--- config.mk ---
export PLATFORM = sky130hd
export DESIGN_NAME = vmask_merge_unit
export DESIGN_NICKNAME = d
export VERILOG_FILES = /design/src/rtl/vmm_pkg.sv /design/src/rtl/vmm_elem_test.sv /design/src/rtl/vmm_seq.sv /design/src/rtl/vmm_mask_reg.sv /design/src/rtl/vmm_merge_out.sv /design/src/rtl/vmask_merge_unit.sv
export SDC_FILE = /design/constraint.sdc
export NUM_CORES = 1
export LEC_CHECK = 0
export BUFFER_PORTS_ARGS = -buffer_cell sky130_fd_sc_hd__buf_4
export CELL_PAD_IN_SITES_DETAIL_PLACEMENT = 1
export CELL_PAD_IN_SITES_GLOBAL_PLACEMENT = 1
export CORE_MARGIN = 2
export CORE_UTILIZATION = 41
export CTS_CLUSTER_SIZE = 16
export DETAILED_ROUTE_END_ITERATION = 8
export PLACE_DENSITY_LB_ADDON = 0.12
export SLEW_MARGIN = 0
export SYNTH_ARGS = -nofsm -noshare
export SYNTH_HDL_FRONTEND = slang
export SYNTH_SLANG_ARGS = --single-unit
--- constraint.sdc ---
create_clock -name clk -period 2.9 [get_ports clk]
set_clock_uncertainty 0.1 [all_clocks]
set_input_delay 0.58 -clock clk [delete_from_list [all_inputs] [get_ports clk]]
set_output_delay 0.58 -clock clk [all_outputs]
set_load 0.005 [all_outputs]
--- src/rtl/vmm_pkg.sv ---
package vmm_pkg;

   typedef enum logic [2:0] {
      VM_TST_ZERO = 3'd0,
      VM_TST_NZ   = 3'd1,
      VM_TST_POS  = 3'd2,
      VM_TST_NEG  = 3'd3,
      VM_LOAD     = 3'd4,
      VM_MRG_SCAL = 3'd5,
      VM_MRG_VEC  = 3'd6,
      VM_SET_LEN  = 3'd7
   } vm_op_e;

   function automatic logic vm_is_stream(input vm_op_e op);
      return (op != VM_LOAD) && (op != VM_SET_LEN);
   endfunction

   function automatic logic vm_is_test(input vm_op_e op);
      return ~op[2];
   endfunction

endpackage

--- src/rtl/vmm_elem_test.sv ---
module vmm_elem_test #(
   parameter int ELEM_W = 64
) (
   input  logic [1:0]        mode,
   input  logic [ELEM_W-1:0] elem,
   output logic              hit
);
   logic is_zero;
   logic is_neg;

   assign is_zero = ~|elem;
   assign is_neg  = elem[ELEM_W-1];

   always_comb begin
      unique case (mode)
         2'd0:    hit = is_zero;
         2'd1:    hit = ~is_zero;
         2'd2:    hit = ~is_neg;
         default: hit = is_neg;
      endcase
   end
endmodule

--- src/rtl/vmm_seq.sv ---
module vmm_seq #(
   parameter int MAX_LEN = 64,
   parameter int LEN_W   = 6
) (
   input  logic             clk,
   input  logic             rst_n,
   input  logic             launch,
   input  logic             elem_valid,
   input  logic [LEN_W-1:0] vlen,
   output logic             busy,
   output logic             fire,
   output logic             last,
   output logic [LEN_W-1:0] idx
);
   logic [LEN_W-1:0] last_idx;

   assign last_idx = (vlen == '0) ? LEN_W'(MAX_LEN - 1) : vlen - 1'b1;
   assign fire     = busy & elem_valid;
   assign last     = fire & (idx == last_idx);

   always_ff @(posedge clk or negedge rst_n) begin
      if (!rst_n) begin
         busy <= 1'b0;
         idx  <= '0;
      end else if (launch) begin
         busy <= 1'b1;
         idx  <= '0;
      end else if (fire) begin
         idx <= idx + 1'b1;
         if (last) busy <= 1'b0;
      end
   end
endmodule

--- src/rtl/vmm_mask_reg.sv ---
module vmm_mask_reg #(
   parameter int MAX_LEN = 64,
   parameter int LEN_W   = 6
) (
   input  logic               clk,
   input  logic               rst_n,
   input  logic               clr_shadow,
   input  logic               wr_bit,
   input  logic [LEN_W-1:0]   idx,
   input  logic               hit,
   input  logic               commit,
   input  logic               load,
   input  logic [MAX_LEN-1:0] load_val,
   output logic [MAX_LEN-1:0] mask
);
   logic [MAX_LEN-1:0] shadow;
   logic [MAX_LEN-1:0] sel;
   logic [MAX_LEN-1:0] final_val;

   for (genvar g = 0; g < MAX_LEN; g++) begin : g_bit
      assign sel[g]       = (idx == LEN_W'(MAX_LEN - 1 - g));
      assign final_val[g] = sel[g] ? hit : shadow[g];

      always_ff @(posedge clk or negedge rst_n) begin
         if (!rst_n)                shadow[g] <= 1'b0;
         else if (clr_shadow)       shadow[g] <= 1'b0;
         else if (wr_bit && sel[g]) shadow[g] <= hit;
      end
   end

   always_ff @(posedge clk or negedge rst_n) begin
      if (!rst_n)      mask <= '0;
      else if (load)   mask <= load_val;
      else if (commit) mask <= final_val;
   end
endmodule

--- src/rtl/vmm_merge_out.sv ---
module vmm_merge_out #(
   parameter int ELEM_W  = 64,
   parameter int MAX_LEN = 64,
   parameter int LEN_W   = 6,
   parameter bit OUT_REG = 1'b1
) (
   input  logic               clk,
   input  logic               rst_n,
   input  logic               fire,
   input  logic               sel_scalar,
   input  logic [ELEM_W-1:0]  scalar,
   input  logic [ELEM_W-1:0]  a,
   input  logic [ELEM_W-1:0]  b,
   input  logic [MAX_LEN-1:0] mask,
   input  logic [LEN_W-1:0]   idx,
   output logic               res_valid,
   output logic [ELEM_W-1:0]  res_data
);
   logic              mbit;
   logic [ELEM_W-1:0] chosen;

   assign mbit   = mask[LEN_W'(MAX_LEN - 1) - idx];
   assign chosen = mbit ? (sel_scalar ? scalar : a) : b;

   if (OUT_REG) begin : g_reg
      always_ff @(posedge clk or negedge rst_n) begin
         if (!rst_n) begin
            res_valid <= 1'b0;
            res_data  <= '0;
         end else begin
            res_valid <= fire;
            if (fire) res_data <= chosen;
         end
      end
   end else begin : g_comb
      assign res_valid = fire;
      assign res_data  = chosen;
   end
endmodule

--- src/rtl/vmask_merge_unit.sv ---
module vmask_merge_unit
   import vmm_pkg::*;
#(
   parameter int ELEM_W  = 64,
   parameter int MAX_LEN = 64,
   parameter int LEN_W   = $clog2(MAX_LEN),
   parameter bit OUT_REG = 1'b1
) (
   input  logic               clk,
   input  logic               rst_n,
   input  logic               op_start,
   input  logic [2:0]         op_code,
   input  logic [ELEM_W-1:0]  scalar_in,
   input  logic               elem_valid,
   input  logic [ELEM_W-1:0]  elem_a,
   input  logic [ELEM_W-1:0]  elem_b,
   output logic               busy,
   output logic               done,
   output logic               res_valid,
   output logic [ELEM_W-1:0]  res_data,
   output logic [MAX_LEN-1:0] mask_out,
   output logic [LEN_W-1:0]   vlen_out
);
   if ((1 << LEN_W) != MAX_LEN || MAX_LEN < 2) begin : g_bad_len
      $error("MAX_LEN must be a power of two equal to 2**LEN_W");
   end
   if (ELEM_W < MAX_LEN) begin : g_bad_width
      $error("ELEM_W must be at least MAX_LEN so the mask fits a scalar");
   end

   vm_op_e            op_in;
   vm_op_e            op_q;
   logic [ELEM_W-1:0] scal_q;
   logic [LEN_W-1:0]  vlen_q;
   logic              accept;
   logic              launch;
   logic              fire;
   logic              last;
   logic [LEN_W-1:0]  idx;
   logic              hit;
   logic              test_op;

   assign op_in   = vm_op_e'(op_code);
   assign accept  = op_start & ~busy;
   assign launch  = accept & vm_is_stream(op_in);
   assign test_op = vm_is_test(op_q);

   always_ff @(posedge clk or negedge rst_n) begin
      if (!rst_n) begin
         op_q   <= VM_TST_ZERO;
         scal_q <= '0;
         vlen_q <= '0;
         done   <= 1'b0;
      end else begin
         done <= last;
         if (launch) begin
            op_q   <= op_in;
            scal_q <= scalar_in;
         end
         if (accept && op_in == VM_SET_LEN) vlen_q <= scalar_in[LEN_W-1:0];
      end
   end

   assign vlen_out = vlen_q;

   vmm_seq #(.MAX_LEN(MAX_LEN), .LEN_W(LEN_W)) i_seq (
      .clk(clk), .rst_n(rst_n), .launch(launch), .elem_valid(elem_valid),
      .vlen(vlen_q), .busy(busy), .fire(fire), .last(last), .idx(idx)
   );

   vmm_elem_test #(.ELEM_W(ELEM_W)) i_test (
      .mode(op_q[1:0]), .elem(elem_b), .hit(hit)
   );

   vmm_mask_reg #(.MAX_LEN(MAX_LEN), .LEN_W(LEN_W)) i_mask (
      .clk(clk), .rst_n(rst_n), .clr_shadow(launch), .wr_bit(fire & test_op),
      .idx(idx), .hit(hit), .commit(last & test_op),
      .load(accept && op_in == VM_LOAD), .load_val(scalar_in[MAX_LEN-1:0]),
      .mask(mask_out)
   );

   vmm_merge_out #(.ELEM_W(ELEM_W), .MAX_LEN(MAX_LEN), .LEN_W(LEN_W), .OUT_REG(OUT_REG)) i_merge (
      .clk(clk), .rst_n(rst_n), .fire(fire & ~test_op),
      .sel_scalar(op_q == VM_MRG_SCAL), .scalar(scal_q), .a(elem_a), .b(elem_b),
      .mask(mask_out), .idx(idx), .res_valid(res_valid), .res_data(res_data)
   );
endmodule

* Word level (Yosys, flattened, before mapping) *
Index checks and enable logic that the tools add are counted.

cells by class
  add/subtract/negate cells = 3
  order comparisons = 1
  equality and inequality tests = 71
  multiplexer cells = 205
  bitwise gates (word level) = 10
  reductions and logical operators = 140

operator list
  operator               count
  $mux W64               4
  $mux W1                196
  $eq A6 B6 Y1 const B   32
  $reduce_bool A2 Y1     67
  $eq A6 B5 Y1 const B   16
  $logic_and A1 B1 Y1    67
  $reduce_or A64 Y1      1
  $eq A6 B4 Y1 const B   8
  $eq A6 B3 Y1 const B   4
  $mux W6                3
  $eq A6 B2 Y1 const B   2
  $logic_not A6 Y1       2
  $eq A3 B3 Y1 const B   3
  $and A1 B1 Y1          7
  $lt A6 B7 Y1 const B   1
  $add A6 B1 Y6 const B  1
  $bmux W1 S6            1
  $eq A6 B1 Y1 const B   1
  $eq A6 B6 Y1           1
  $ne A3 B3 Y1 const B   2
  $sub A6 B1 Y6 const B  1
  $sub A6 B6 Y6 const A  1
  $not A1 Y1             3
  $pmux W1 S3            1
  other kinds (5)        5

word-level totals
  bits in registers = 274
  input port bits = 199
  word-level logic and storage cells = 503

* Depth between registers and ports, before layout *
  word-level depth = 7
  gate-level depth with buffers = 11
  mapped depth without buffers = 9

* Hierarchy *
A second synthesis with hierarchy kept.

second synthesis, totals
  cell total of the unflattened synthesis = 1,497
  area total of the unflattened synthesis = 16,029.1 sq um

by module, submodules not included
  module            times used  cells each  area each (sq um)  sequential area each (sq um)
  vmm_mask_reg      1           734         6,939.2            3,203.1
  vmm_merge_out     1           498         5,454.0            1,626.6
  vmask_merge_unit  1           173         2,861.5            1,851.8
  vmm_seq           1           67          584.3              175.2
  vmm_elem_test     1           25          190.2              0.0

* Worst setup path after synthesis *
Ideal clock, no wire load.

  kind = input to register
  start point = input port elem_b[17]
  end point = register i_mask.mask[15]
  setup time = 126 ps
  data arrival time = 2,308 ps
  required time = 2,674 ps
  setup slack = 367 ps
  stages = 7
  path buffers = 1
  path through = or4_1 > nor4_1 > a32oi_1 > xnor2_4 > nor3_2 > buf_2 > a21oi_1

on the way
  word-level cells in the longest chain between the ends = 6

ends and longest elaborated chain
  item                    line                    text
  start: declaration      vmask_merge_unit.sv:16  input logic [ELEM_W-1:0] elem_b,
  $reduce_or A64 Y1 *     vmm_elem_test.sv:11     assign is_zero = ~|elem;
  $logic_not A1 Y1        vmm_elem_test.sv:11
  $pmux W1 S3 *           vmm_elem_test.sv:15     unique case (mode)
  $mux W1 *               vmm_mask_reg.sv:22      assign final_val[g] = sel[g] ? hit : shadow[g];
  $mux W64 *              vmm_mask_reg.sv:34      else if (commit) mask <= final_val;
  $mux W64 *              vmm_mask_reg.sv:33      else if (load) mask <= load_val;
  end signal: assignment  vmm_mask_reg.sv:33
  end signal: assignment  vmm_mask_reg.sv:34
  end: declaration        vmm_mask_reg.sv:14      output logic [MAX_LEN-1:0] mask

Every way passes the cells marked *; elsewhere a longest branch is shown, timed or not. The select of a mux whose other input is x is not followed.
A chain may end at the register's enable or synchronous reset.

* Final worst setup path *
  start point = register i_seq.idx[1]
  end point = register i_merge.res_data[58]

on the way
  word-level cells in the longest chain between the ends = 4

ends and longest elaborated chain
  item                           line                 text
  start: declaration             vmm_seq.sv:13        output logic [LEN_W-1:0] idx
  start signal: assignment       vmm_seq.sv:29        idx <= idx + 1'b1;
  $sub A6 B6 Y6                  vmm_merge_out.sv:22  assign mbit = mask[LEN_W'(MAX_LEN - 1) - idx];
  $bmux W1 S6                    vmm_merge_out.sv:22
  $mux W1 (not written as such)  vmm_merge_out.sv:22
  $mux W64                       vmm_merge_out.sv:23  assign chosen = mbit ? (sel_scalar ? scalar : a) : b;
  end signal: assignment         vmm_merge_out.sv:32  if (fire) res_data <= chosen;
  end: declaration               vmm_merge_out.sv:17  output logic [ELEM_W-1:0] res_data

No other way between the ends. The select of a mux whose other input is x is not followed.

==> key figures <==
Critical path
  • Crit path kind: flop to flop
  • Required @ worst endpoint: 3240 ps
  • Worst path slowest cell: dfrtp_4
  • RR Startpoint: i_seq.idx[1]$_DFFE_PN0P_
  • Crit-path cells: buf_12, mux2i_2, a22oi_1, nand4b_1, nand4_1, a22oi_2, buf_4, clkbuf_16, a21oi_1, a221o_1
  • Crit path from: i_seq.idx[1]$_DFFE_PN0P_
  • Setup crit end: i_merge.res_data[58]$_DFFE_PN0P_
  • Crit Path Max Fanout: 32
  • FF-to-FF setup slack: just under 60 ps
  • Reg2reg end: i_merge.res_data[58]$_DFFE_PN0P_
  • Critical path arrival: 3180 ps
  • Reg2Reg Depth: 10
  • Startpoint class of the critical path: flop
  • Slowest stage delay, CP: 550 ps
  • CP Capture Type: flop

Clock tree
  • CTS tree: built
  • Later-pin clock latency in the skew report: 580 ps
  • Max clock buf depth: 3
  • TritonCTS Buffers: 31
  • Clock transition at path regs: 60 ps
  • Clock root buffer: clkbuf_16
  • Clock sinks: roughly 270
  • H-tree depth: 1

Placement
  • PortBufs: 335
  • Dpl hpwl: 44900 um
  • Pre-CTS WS: -300.8 ps
  • Gpl congestion: 0.9144

Logic synthesis
  • Largest cells by area after synthesis: dfrtp_1, a21oi_1, mux2_2, nand2_1, a221o_1
  • Syn_nets: around 1700
  • Top cell type's share of synthesized area: 0.4858
  • Adder-Cell Fraction of Synth Area: 0.004432
  • Synth Area in Compound Gates: 0.2085
  • Gate Count Post-Synth: between 1000 and 1500
  • Post-synthesis mux area share: 0.09769
  • Syn_area_per_cell: about 9.7 um2
  • Top FF cell, synth: dfrtp_1
  • Simple-gate share of the synthesized area: 0.1517
  • Seq/Total Area, Yosys: 0.4858
  • Synth area leader: dfrtp_1
  • Mapped Area: 14110 um2
  • YS warnings: 0
  • Synth async-reset ratio: 1.000
  • Synth Area in XOR/XNOR: 0.007535
  • Largest family of logic cells by synthesized area: compound AO/OA/AOI/OAI gates
  • Flops & latches, synth: 274
  • Post-synth EDFFs: 0
  • Number of library cell types mapped by synthesis: 52

Power
  • Pwr Density: roughly 990 nW/um2
  • LEAKAGE: approximately 8.3 nW
  • Max rail drop VDD: 0.0005478 V

Detailed routing
  • Drt pass-1 iters: 5
  • Vias per cell: approximately 5.9
  • Number of antenna-violating nets in the routed design: 0
  • Post-route DRC: 0
  • DRT iter0 DRCs: 923
  • WL final: 60710 um
  • Via count: between 10000 and 15000
  • WL/cell: 26.76 um

Global route
  • Global-route wire length before repair: 90110 um
  • Remaining Overflow, GRT: 0
  • GRT Overall Usage: 0.3316
  • Antenna violations before repair: 3
  • Largest net degree at the start of global routing: 77
  • Vias in the first global route: 13850

STA
  • Peak Freq: 352.0 MHz
  • Worst Tran Pin Value: 798.2 ps
  • Slew Limit Headroom: 0.4679
  • Tcrit/Tclk final: 0.9797
  • Post-route setup slack: 58.97 ps
  • TNS Setup: 0 ps
  • Hold WS: around 150 ps
  • Fin. max-slew vios: 0
  • Setup violators final: 0
  • Min cycle time layout: 2841 ps
  • Final hold vios: 0

Cells and area
  • Layout cells sized above 1: 0.3137
  • Area delta synth->final: 31.55%
  • NumNets Final: 2000

Status
  • Status: completed

Die
  • Die Ht: approximately 190 um
  • Area of the die: ~36000 um2
  • Initial core utilization: 0.4188
  • I/O pin total: 336
  • Die width: 189.5 um
  • Row cnt: 67
  • Core area: between 30000 and 40000 um2

Hold path
  • Hold crit path type: primary input to flop

Flow run
  • Max Cap Viol: 0
==> worst min path at each step <==
stage,endpoint,cells past startpoint,slack [ps],from
floorplan,done$_DFF_PN0_,0,180,rst_n
global placement,scal_q[10]$_DFFE_PN0P_,1,390,scal_q[10]$_DFFE_PN0P_
detailed placement,scal_q[36]$_DFFE_PN0P_,1,400,scal_q[36]$_DFFE_PN0P_
CTS,vlen_out[0]$_DFFE_PN0P_,3,130,scalar_in[0]
global route,scal_q[53]$_DFFE_PN0P_,2,150,scalar_in[53]
finish,vlen_out[0]$_DFFE_PN0P_,3,150,scalar_in[0]
==> cell usage after synthesis, types with 5 or more instances <==
cell type  count
a31oi_1       22
nand2b_1      43
mux2_2        70
nand4_1        8
o21ai_1       27
ha_1           5
mux2i_1       59
a221o_1       64
buf_2         23
and2_1        33
nor4_1        16
nor2b_1        5
a22oi_1       14
dfrtp_1      274
buf_4         17
o21ai_0       69
clkbuf_1      81
nand3_1       79
and3_1         8
nor3_1         8
clkbuf_2       7
o21bai_1      31
a21oi_1      173
inv_1          8
nor2_1        35
a21o_1         8
nand2_1      195
xor2_1         5
o221ai_1      37
==> layout by cell type (no fill, tap or decap), types with 6 or more instances in the layout <==
cell and n:
nor2_1 34, nand2b_1 43, a21oi_1 172, clkbuf_16 32, clkbuf_8 6, a21o_1 8, clkbuf_1 8, o21ai_1 27
and3_1 8, dfrtp_1 273, nand3_1 78, o221ai_1 37, buf_4 423, nor3_1 7, nor4_1 16, clkinv_2 8
o21bai_1 31, and2_1 33, o21ai_0 69, buf_12 11, nand2_1 194, a221o_1 64, nand4_1 8, mux2i_1 58
a22oi_1 14, a31oi_1 22, mux2_2 70, inv_1 8
==> critical path: cells and delay by family, from the launching register on <==
kind / cells / cell delay [ps]
simple gates: 2 / 400
compound gates: 4 / 750
mux: 1 / 290
buf+inv: 3 / 590
flops: 1 / 550
==> metal layers <==
layer  wire length [um]  global-route usage
met4               2053              0.1038
met3               3934             0.05442
met1              25400              0.4415
met2              29320              0.5554
met5                  0                   0
==> metrics by stage <==
stage	cell area (um2)	total power [mW]	util	instances
after floorplan	14110	10.55	-	1455
after global placement	17540	14.20	0.5203	2207
after detailed placement	17540	14.48	0.5203	2207
after CTS	18500	18.33	0.5491	2262
after global routing	18570	19.43	0.5510	2269
final	18570	18.43	0.5510	2269
==> sequential cells by signal, indices dropped and copies added, names as in the netlist <==
name,count
i_mask.mask,64
i_mask.shadow,64
i_merge.res_data,64
scal_q,64
i_seq.idx,6
vlen_out,6
op_q,3
done,1
i_merge.res_valid,1
i_seq.busy,1
==> layout make-up <==
cell class | count | area, um2
clock inverter | 9 | 70.07
inverter | 8 | 30.03
multi-input combinational | 1043 | 6688
antenna | 4 | 10.01
tap | 448 | 560.5
timing repair buffer | 438 | 3461
sequential | 274 | 6860
clock buffer | 45 | 888.4
fill | 3835 | 15130
==> cells by family after synthesis <==
family                     after synthesis
and+or+nand+nor                        445
xor gates and xnor gates                10
AOI/OAI and AO/OA                      454
buffers and inverters                  138
DFF                                    274
adders and majority gates                5
muxes                                  129
==> timing repair <==
item,4_1_cts,5_1_grt
hold buffers,1,0
buffers inserted,0,2
setup endpoints to repair,0,119
resized for setup,0,4
hold endpoints to repair,70,0
==> report_power, final <==
group | switching, mW | internal, mW | leakage [nW]
combinational | 4.18 | 3.85 | 4.39
sequential | 1.26 | 5.31 | 3.46
clock | 1.64 | 2.19 | 0.480
No activity file was read; power rests on OpenSTA's default activity.
